### src/rtl/evbank_pkg.sv
package evbank_pkg;
  localparam int DATA_W = 64;
  localparam int ADDR_W = 5;
  localparam int OCC_W  = 3;
  localparam int FX_BASE = 32;

  localparam logic [ADDR_W-1:0] A_GPCNT = 5'h00;
  localparam logic [ADDR_W-1:0] A_GPSEL = 5'h08;
  localparam logic [ADDR_W-1:0] A_FXCNT = 5'h10;
  localparam logic [ADDR_W-1:0] A_FXCTL = 5'h18;
  localparam logic [ADDR_W-1:0] A_RUN   = 5'h19;
  localparam logic [ADDR_W-1:0] A_STAT  = 5'h1A;
  localparam logic [ADDR_W-1:0] A_CLR   = 5'h1B;

  localparam int B_OS  = 16;
  localparam int B_USR = 17;
  localparam int B_INT = 20;
  localparam int B_EN  = 22;
  localparam int B_THR = 24;

  localparam logic [DATA_W-1:0] SEL_MASK =
    64'hFF | (64'h1 << B_OS) | (64'h1 << B_USR) | (64'h1 << B_INT) |
    (64'h1 << B_EN) | (64'h7 << B_THR);

  typedef struct packed {
    logic [7:0]       code;
    logic             os;
    logic             usr;
    logic             intr;
    logic             en;
    logic [OCC_W-1:0] thr;
  } sel_t;

  function automatic sel_t to_sel(input logic [DATA_W-1:0] d);
    sel_t s;
    s.code = d[7:0];
    s.os   = d[B_OS];
    s.usr  = d[B_USR];
    s.intr = d[B_INT];
    s.en   = d[B_EN];
    s.thr  = d[B_THR +: OCC_W];
    return s;
  endfunction
endpackage

### src/rtl/evbank_counter.sv
module evbank_counter #(
  parameter int CNT_W = 48,
  parameter int OCC_W = 3
) (
  input  logic             clk,
  input  logic             rst,
  input  logic             load,
  input  logic [CNT_W-1:0] load_val,
  input  logic             run,
  input  logic [OCC_W-1:0] occ,
  input  logic [OCC_W-1:0] thr,
  output logic [CNT_W-1:0] cnt,
  output logic             ovf
);
  logic [OCC_W-1:0] inc;
  logic [CNT_W:0]   sum;

  always_comb begin
    if (!run)                inc = '0;
    else if (thr == '0)      inc = occ;
    else if (occ >= thr)     inc = OCC_W'(1);
    else                     inc = '0;
  end

  assign sum = {1'b0, cnt} + (CNT_W+1)'(inc);
  assign ovf = !load && sum[CNT_W];

  always_ff @(posedge clk) begin
    if (rst)       cnt <= '0;
    else if (load) cnt <= load_val;
    else           cnt <= sum[CNT_W-1:0];
  end


  freeze_chk: assert property (@(posedge clk) disable iff (rst)
    (!run && !load) |=> $stable(cnt));

  load_chk: assert property (@(posedge clk) disable iff (rst)
    load |=> (cnt == $past(load_val)));

  thr_step_chk: assert property (@(posedge clk) disable iff (rst)
    (run && !load && thr != '0) |=> (CNT_W'(cnt - $past(cnt)) <= CNT_W'(1)));
endmodule

### src/rtl/evbank_status.sv
module evbank_status #(
  parameter int STAT_W = 64
) (
  input  logic              clk,
  input  logic              rst,
  input  logic [STAT_W-1:0] set_v,
  input  logic              clr_we,
  input  logic [STAT_W-1:0] clr_mask,
  input  logic [STAT_W-1:0] ie_v,
  output logic [STAT_W-1:0] status,
  output logic              irq
);
  logic [STAT_W-1:0] status_d;

  assign status_d = (status & ~(clr_we ? clr_mask : '0)) | set_v;

  always_ff @(posedge clk) begin
    if (rst) begin
      status <= '0;
      irq    <= 1'b0;
    end else begin
      status <= status_d;
      irq    <= |(status_d & ie_v);
    end
  end


  ovf_set_chk: assert property (@(posedge clk) disable iff (rst)
    (|set_v) |=> ((status & $past(set_v)) == $past(set_v)));

  clr_chk: assert property (@(posedge clk) disable iff (rst)
    (clr_we && |(clr_mask & ~set_v)) |=> ((status & $past(clr_mask & ~set_v)) == '0));

  irq_quiet_chk: assert property (@(posedge clk) disable iff (rst)
    (status == '0) |-> !irq);
endmodule

### src/rtl/evbank_top.sv
module evbank_top
  import evbank_pkg::*;
#(
  parameter int NUM_GP = 4,
  parameter int NUM_FX = 3,
  parameter int NUM_EV = 8,
  parameter int CNT_W  = 48
) (
  input  logic                    clk,
  input  logic                    rst,
  input  logic                    priv_user,
  input  logic [NUM_EV*OCC_W-1:0] ev_occ,
  input  logic [NUM_FX*OCC_W-1:0] fx_occ,
  input  logic                    wr_en,
  input  logic [ADDR_W-1:0]       wr_addr,
  input  logic [DATA_W-1:0]       wr_data,
  input  logic [ADDR_W-1:0]       rd_addr,
  output logic [DATA_W-1:0]       rd_data,
  output logic                    ovf_irq
);
  localparam logic [DATA_W-1:0] RUN_MASK =
    ((64'h1 << NUM_GP) - 64'h1) | (((64'h1 << NUM_FX) - 64'h1) << FX_BASE);
  localparam int FXC_W = 4 * NUM_FX;

  logic [DATA_W-1:0] sel_raw [NUM_GP];
  logic [FXC_W-1:0]  fxctl_q;
  logic [DATA_W-1:0] run_q;
  logic [CNT_W-1:0]  gp_cnt [NUM_GP];
  logic [CNT_W-1:0]  fx_cnt [NUM_FX];
  logic [NUM_GP-1:0] gp_ovf, gp_ie;
  logic [NUM_FX-1:0] fx_ovf, fx_ie;
  logic [DATA_W-1:0] status;
  logic [DATA_W-1:0] rd_mux;

  always_ff @(posedge clk) begin
    if (rst) begin
      fxctl_q <= '0;
      run_q   <= '0;
    end else if (wr_en) begin
      if (wr_addr == A_FXCTL) fxctl_q <= wr_data[FXC_W-1:0];
      if (wr_addr == A_RUN)   run_q   <= wr_data & RUN_MASK;
    end
  end

  for (genvar i = 0; i < NUM_GP; i++) begin : g_gp
    sel_t             s;
    logic [OCC_W-1:0] lane;
    logic             run;

    always_ff @(posedge clk) begin
      if (rst) sel_raw[i] <= '0;
      else if (wr_en && wr_addr == A_GPSEL + ADDR_W'(i)) sel_raw[i] <= wr_data & SEL_MASK;
    end

    assign s = to_sel(sel_raw[i]);

    always_comb begin
      lane = '0;
      for (int k = 0; k < NUM_EV; k++)
        if (s.code == 8'(k)) lane = ev_occ[k*OCC_W +: OCC_W];
    end

    assign run      = s.en && run_q[i] && (priv_user ? s.usr : s.os);
    assign gp_ie[i] = s.intr;

    evbank_counter #(.CNT_W(CNT_W), .OCC_W(OCC_W)) u_cnt (
      .clk(clk), .rst(rst),
      .load(wr_en && wr_addr == A_GPCNT + ADDR_W'(i)),
      .load_val(wr_data[CNT_W-1:0]),
      .run(run), .occ(lane), .thr(s.thr),
      .cnt(gp_cnt[i]), .ovf(gp_ovf[i])
    );
  end

  for (genvar j = 0; j < NUM_FX; j++) begin : g_fx
    logic [3:0] fld;
    logic       run;

    assign fld      = fxctl_q[4*j +: 4];
    assign run      = run_q[FX_BASE+j] && (priv_user ? fld[1] : fld[0]);
    assign fx_ie[j] = fld[3];

    evbank_counter #(.CNT_W(CNT_W), .OCC_W(OCC_W)) u_cnt (
      .clk(clk), .rst(rst),
      .load(wr_en && wr_addr == A_FXCNT + ADDR_W'(j)),
      .load_val(wr_data[CNT_W-1:0]),
      .run(run), .occ(fx_occ[j*OCC_W +: OCC_W]), .thr('0),
      .cnt(fx_cnt[j]), .ovf(fx_ovf[j])
    );
  end

  evbank_status #(.STAT_W(DATA_W)) u_stat (
    .clk(clk), .rst(rst),
    .set_v(DATA_W'(gp_ovf) | (DATA_W'(fx_ovf) << FX_BASE)),
    .clr_we(wr_en && wr_addr == A_CLR),
    .clr_mask(wr_data),
    .ie_v(DATA_W'(gp_ie) | (DATA_W'(fx_ie) << FX_BASE)),
    .status(status),
    .irq(ovf_irq)
  );

  always_comb begin
    rd_mux = '0;
    for (int k = 0; k < NUM_GP; k++) begin
      if (rd_addr == A_GPCNT + ADDR_W'(k)) rd_mux = DATA_W'(gp_cnt[k]);
      if (rd_addr == A_GPSEL + ADDR_W'(k)) rd_mux = sel_raw[k];
    end
    for (int k = 0; k < NUM_FX; k++)
      if (rd_addr == A_FXCNT + ADDR_W'(k)) rd_mux = DATA_W'(fx_cnt[k]);
    if (rd_addr == A_FXCTL) rd_mux = DATA_W'(fxctl_q);
    if (rd_addr == A_RUN)   rd_mux = run_q;
    if (rd_addr == A_STAT)  rd_mux = status;
  end

  always_ff @(posedge clk) begin
    if (rst) rd_data <= '0;
    else     rd_data <= rd_mux;
  end
endmodule

### config.mk
export PLATFORM = sky130hd
export DESIGN_NAME = evbank_top
export DESIGN_NICKNAME = d
export VERILOG_FILES = /design/src/rtl/evbank_pkg.sv /design/src/rtl/evbank_counter.sv /design/src/rtl/evbank_status.sv /design/src/rtl/evbank_top.sv
export SDC_FILE = /design/constraint.sdc
export NUM_CORES = 2
export LEC_CHECK = 0
export ABC_AREA = 1
export BUFFER_PORTS_ARGS = -buffer_cell sky130_fd_sc_hd__buf_2
export CORE_UTILIZATION = 42
export DETAILED_ROUTE_END_ITERATION = 8
export GPL_TIMING_DRIVEN = 0
export PLACE_DENSITY = 0.56
export SLEW_MARGIN = 10
export SYNTH_ARGS = -nofsm -noshare
export SYNTH_HDL_FRONTEND = slang
export SYNTH_HIERARCHICAL = 1
export SYNTH_SLANG_ARGS = --single-unit
### constraint.sdc
create_clock -name clk -period 5.1 [get_ports clk]
set_input_delay 1.02 -clock clk [delete_from_list [all_inputs] [get_ports clk]]
set_output_delay 1.02 -clock clk [all_outputs]
set_load 0.1 [all_outputs]
==> results.py <==
metrics = {
    "outcome": {
        "status": "completed",
    },
    "sta": {
        "final-setup-viol-count": 0,
        "relSlewSlack": 0.0623,
        "finalMaxSlewViolations": 0,
        "finClkSkew_ns": 0.0245,
        "hold_viol": 0,
        "setup_ws_ns": 0.236,
        "layout_worst_path_cycle_share": 0.954,
        "period_minus_slack_ns": 4.86,
        "worstMarginPinSlew_ns": 1.40,
        "maxClockFrequency_ghz": 0.206,
        "fin_hold_ws_ns": 0.419,
    },
    "cells_and_area": {
        "layout-drive-gt1-share": 0.0889,
        "layout_commonest_cell": "nand2_1",
        "area_growth_pct": 14.4,
        "fin_area_um2": 42800,
        "fin_nets": 6823,
        "mostFrequentLayoutCells": "nand2_1, nor2_1, inv_1, dfxtp_1, nand3_1",
        "instances_no_fill": 7886,
    },
    "power": {
        "leakagePower_nw": 19.8,
        "worst_ir_drop_vdd_uv": 250,
        "p_int_mw": 7.84,
        "power_density_nw_per_um2": 255,
        "clockPowerShare": 0.484,
        "comb_power_share": 0.099,
        "netSwitchingPower_mw": 3.09,
        "power.total_mw": 10.9,
        "seqPwrFrac": 0.417,
        "switching_share": 0.283,
    },
    "grt": {
        "grt_max_degree": 16,
        "gr-total-overflow": 0,
        "track_usage": 0.433,
        "antenna_found_initial": 16,
        "grt_pass1_vias": 37500,
        "grt_pass1_wl_um": 275000,
    },
    "clocking": {
        "htree_levels": 3,
        "cts_root_buffer": "clkbuf_16",
        "clk_pin_slew_ns": 0.06,
        "clock_latency_ns": 0.65,
        "cts_sinks": 544,
        "cts_tree": "yes",
        "cts_made_buffers": 69,
        "clock_tree.buffer_depth": 3,
    },
    "run": {
        "maxCapViolations": 0,
    },
    "routing": {
        "drtIter0Drc": 5774,
        "wirelength_um": 200000,
        "drcViolationCount": 0,
        "viasPerCell": 5.48,
        "ant_nets": 0,
        "wire_per_inst_um": 25.4,
        "vias": 43200,
        "dr.pass1.iters": 7,
    },
    "synthesis": {
        "synth_ff_type": "dfxtp_1",
        "ys_async_sr_fraction": 0,
        "yosysTopAreaCellShare": 0.259,
        "synthTopCellsByArea": "dfxtp_1, nand2_1, nor2_1, inv_1, edfxtp_1",
        "synth_cell_types": 47,
        "ys_seq_elements": 544,
        "avgSynthCellArea_um2": 5.96,
        "yosys_warnings": 6,
        "synthesis.area_um2": 37500,
        "syn_inst": 6281,
        "yosysSeqAreaShare": 0.307,
        "synth_edf_count": 60,
        "yosys.area.top_type": "dfxtp_1",
    },
    "placement": {
        "place_ws_ns": -0.977,
        "placed_cells": 7749,
        "dpl.hpwl_um": 155000,
        "placed_cell_area_um2": 40300,
        "port_buffers": 174,
        "place_congestion": 1.10,
    },
    "floorplan": {
        "io_pins": 176,
        "initial_core_util": 0.424,
        "dieHeight_um": 301,
        "die_area_um2": 90400,
        "die_w_um": 301,
        "core-area_um2": 88400,
        "rows": 109,
    },
    "critical_path": {
        "reg2reg_depth": 33,
        "cp_max_fo": 5,
        "cp-end-kind": "register",
        "slowest_delay_ns": 0.41,
        "path_class": "reg -> reg",
        "slowest_stage": "edfxtp_1",
        "crit_path_start_kind": "register",
        "crit_required_ns": 5.67,
        "arrival_ns": 5.43,
        "cpMostUsedCell": "nand2_1",
    },
    "hold_path": {
        "hp-class": "reg -> reg",
        "whs_path_depth": 2,
    },
}
## metrics by stage
| step | util | setup TNS (ns) |
|---|---|---|
| finish | 0.485 | 0 |
| global route | 0.485 | -0.0700 |
| CTS | 0.483 | 0 |
| detailed placement | 0.456 | -1.52 |
| global placement | 0.456 | -1.52 |
| floorplan | - | 0 |
## state kept, by name (all words and copies together), names as in the netlist
name / count
run_q: 7
u_stat/status: 64
u_stat/irq: 1
fxctl_q: 12
g_fx.u_cnt/cnt: 144
sel_raw: 60
rd_data: 64
g_gp.u_cnt/cnt: 192
## what timing repair did
action,4_1_cts,5_1_grt
pin swaps,1,9
setup buffers,0,9
gates resized for setup,3,28
setup endpoints to repair,1,1
hold buffers,0,0
gates cloned,0,0
## power by group through the flow
stage / Combinational [mW] / Sequential, mW / Clock (mW)
floorplan: 0.456 / 4.66 / 0
global placement: 1.02 / 4.64 / 0
detailed placement: 1.02 / 4.64 / 0
CTS: 1.03 / 4.55 / 5.33
global route: 1.13 / 4.56 / 5.47
finish: 1.09 / 4.56 / 5.28
## cells in the mapped netlist, types with 2 or more instances
master            n
nand2_1        1980
nor2_1         1355
inv_1           714
dfxtp_1         484
nand3_1         328
o21ai_0         205
a21oi_1         171
nand4_1         164
xor2_1          112
clkbuf_1        108
nor2_2           65
edfxtp_1         60
nand3b_1         60
nor2_4           45
ha_1             42
xnor2_1          42
nand2_2          39
buf_6            27
a221oi_1         25
inv_2            25
buf_2            24
nor3_1           21
nor3b_1          21
or2_0            21
o21ai_1          19
buf_4            18
o211ai_1         11
or2_2            11
nand3_4          10
nor4_1            9
o22ai_1           8
a21boi_0          7
a31oi_1           7
dlygate4sd1_1     7
fa_1              7
or4_1             7
buf_1             4
nand3_2           4
a22oi_1           3
a211oi_1          2
a21oi_2           2
nor2_8            2
## kinds of logic after synthesis
logic type               count (synthesis)  share of synthesized area
AND/OR/NAND/NOR                       4144                      0.471
buffers and inverters                  928                      0.102
flip-flops                             544                      0.307
AO/OA/AOI/OAI                          461                     0.0664
XOR/XNOR                               154                     0.0360
adder cells (fa/ha/maj)                 49                     0.0178
other                                    1                   0.000100
## worst paths after layout
kind | startpoint | to | slack, ns
max | sel_raw[3][7] | u_stat/irq | 0.24
min reg2reg | u_stat/status[50] | rd_data[50] | 0.42
max reg2reg | sel_raw[3][7] | u_stat/irq | 0.24
min | u_stat/status[50] | rd_data[50] | 0.42
## area by class of cell
| type | instances | area, µm² |
|---|---|---|
| flip-flops and latches | 544 | 11500 |
| fillers | 9691 | 45500 |
| clock buffers | 98 | 2060 |
| repair buffers | 184 | 946 |
| well taps | 1165 | 1460 |
| diodes | 7 | 17.5 |
| plain buffers | 187 | 1040 |
| multi-input cells | 4937 | 22700 |
| clock inverters | 24 | 313 |
| inverters | 740 | 2780 |
## layer usage
metal,wire length (µm),share of wire,track usage,up-vias
li1,-,-,-,20200
met1,82600,0.41,0.589,20100
met2,80500,0.40,0.616,2437
met3,23800,0.12,0.110,476
met4,13500,0.067,0.251,12
met5,83,0.00041,0,-
## worst max-delay path: cells and delay by family (launching register included)
kind	cells	cell delay, ns
compound gates	4	0.65
fa+ha+maj	3	0.81
buf+inv	3	0.31
flops	1	0.41
simple gates	23	2.59
Note: power is estimated with default switching activity, not from simulation.
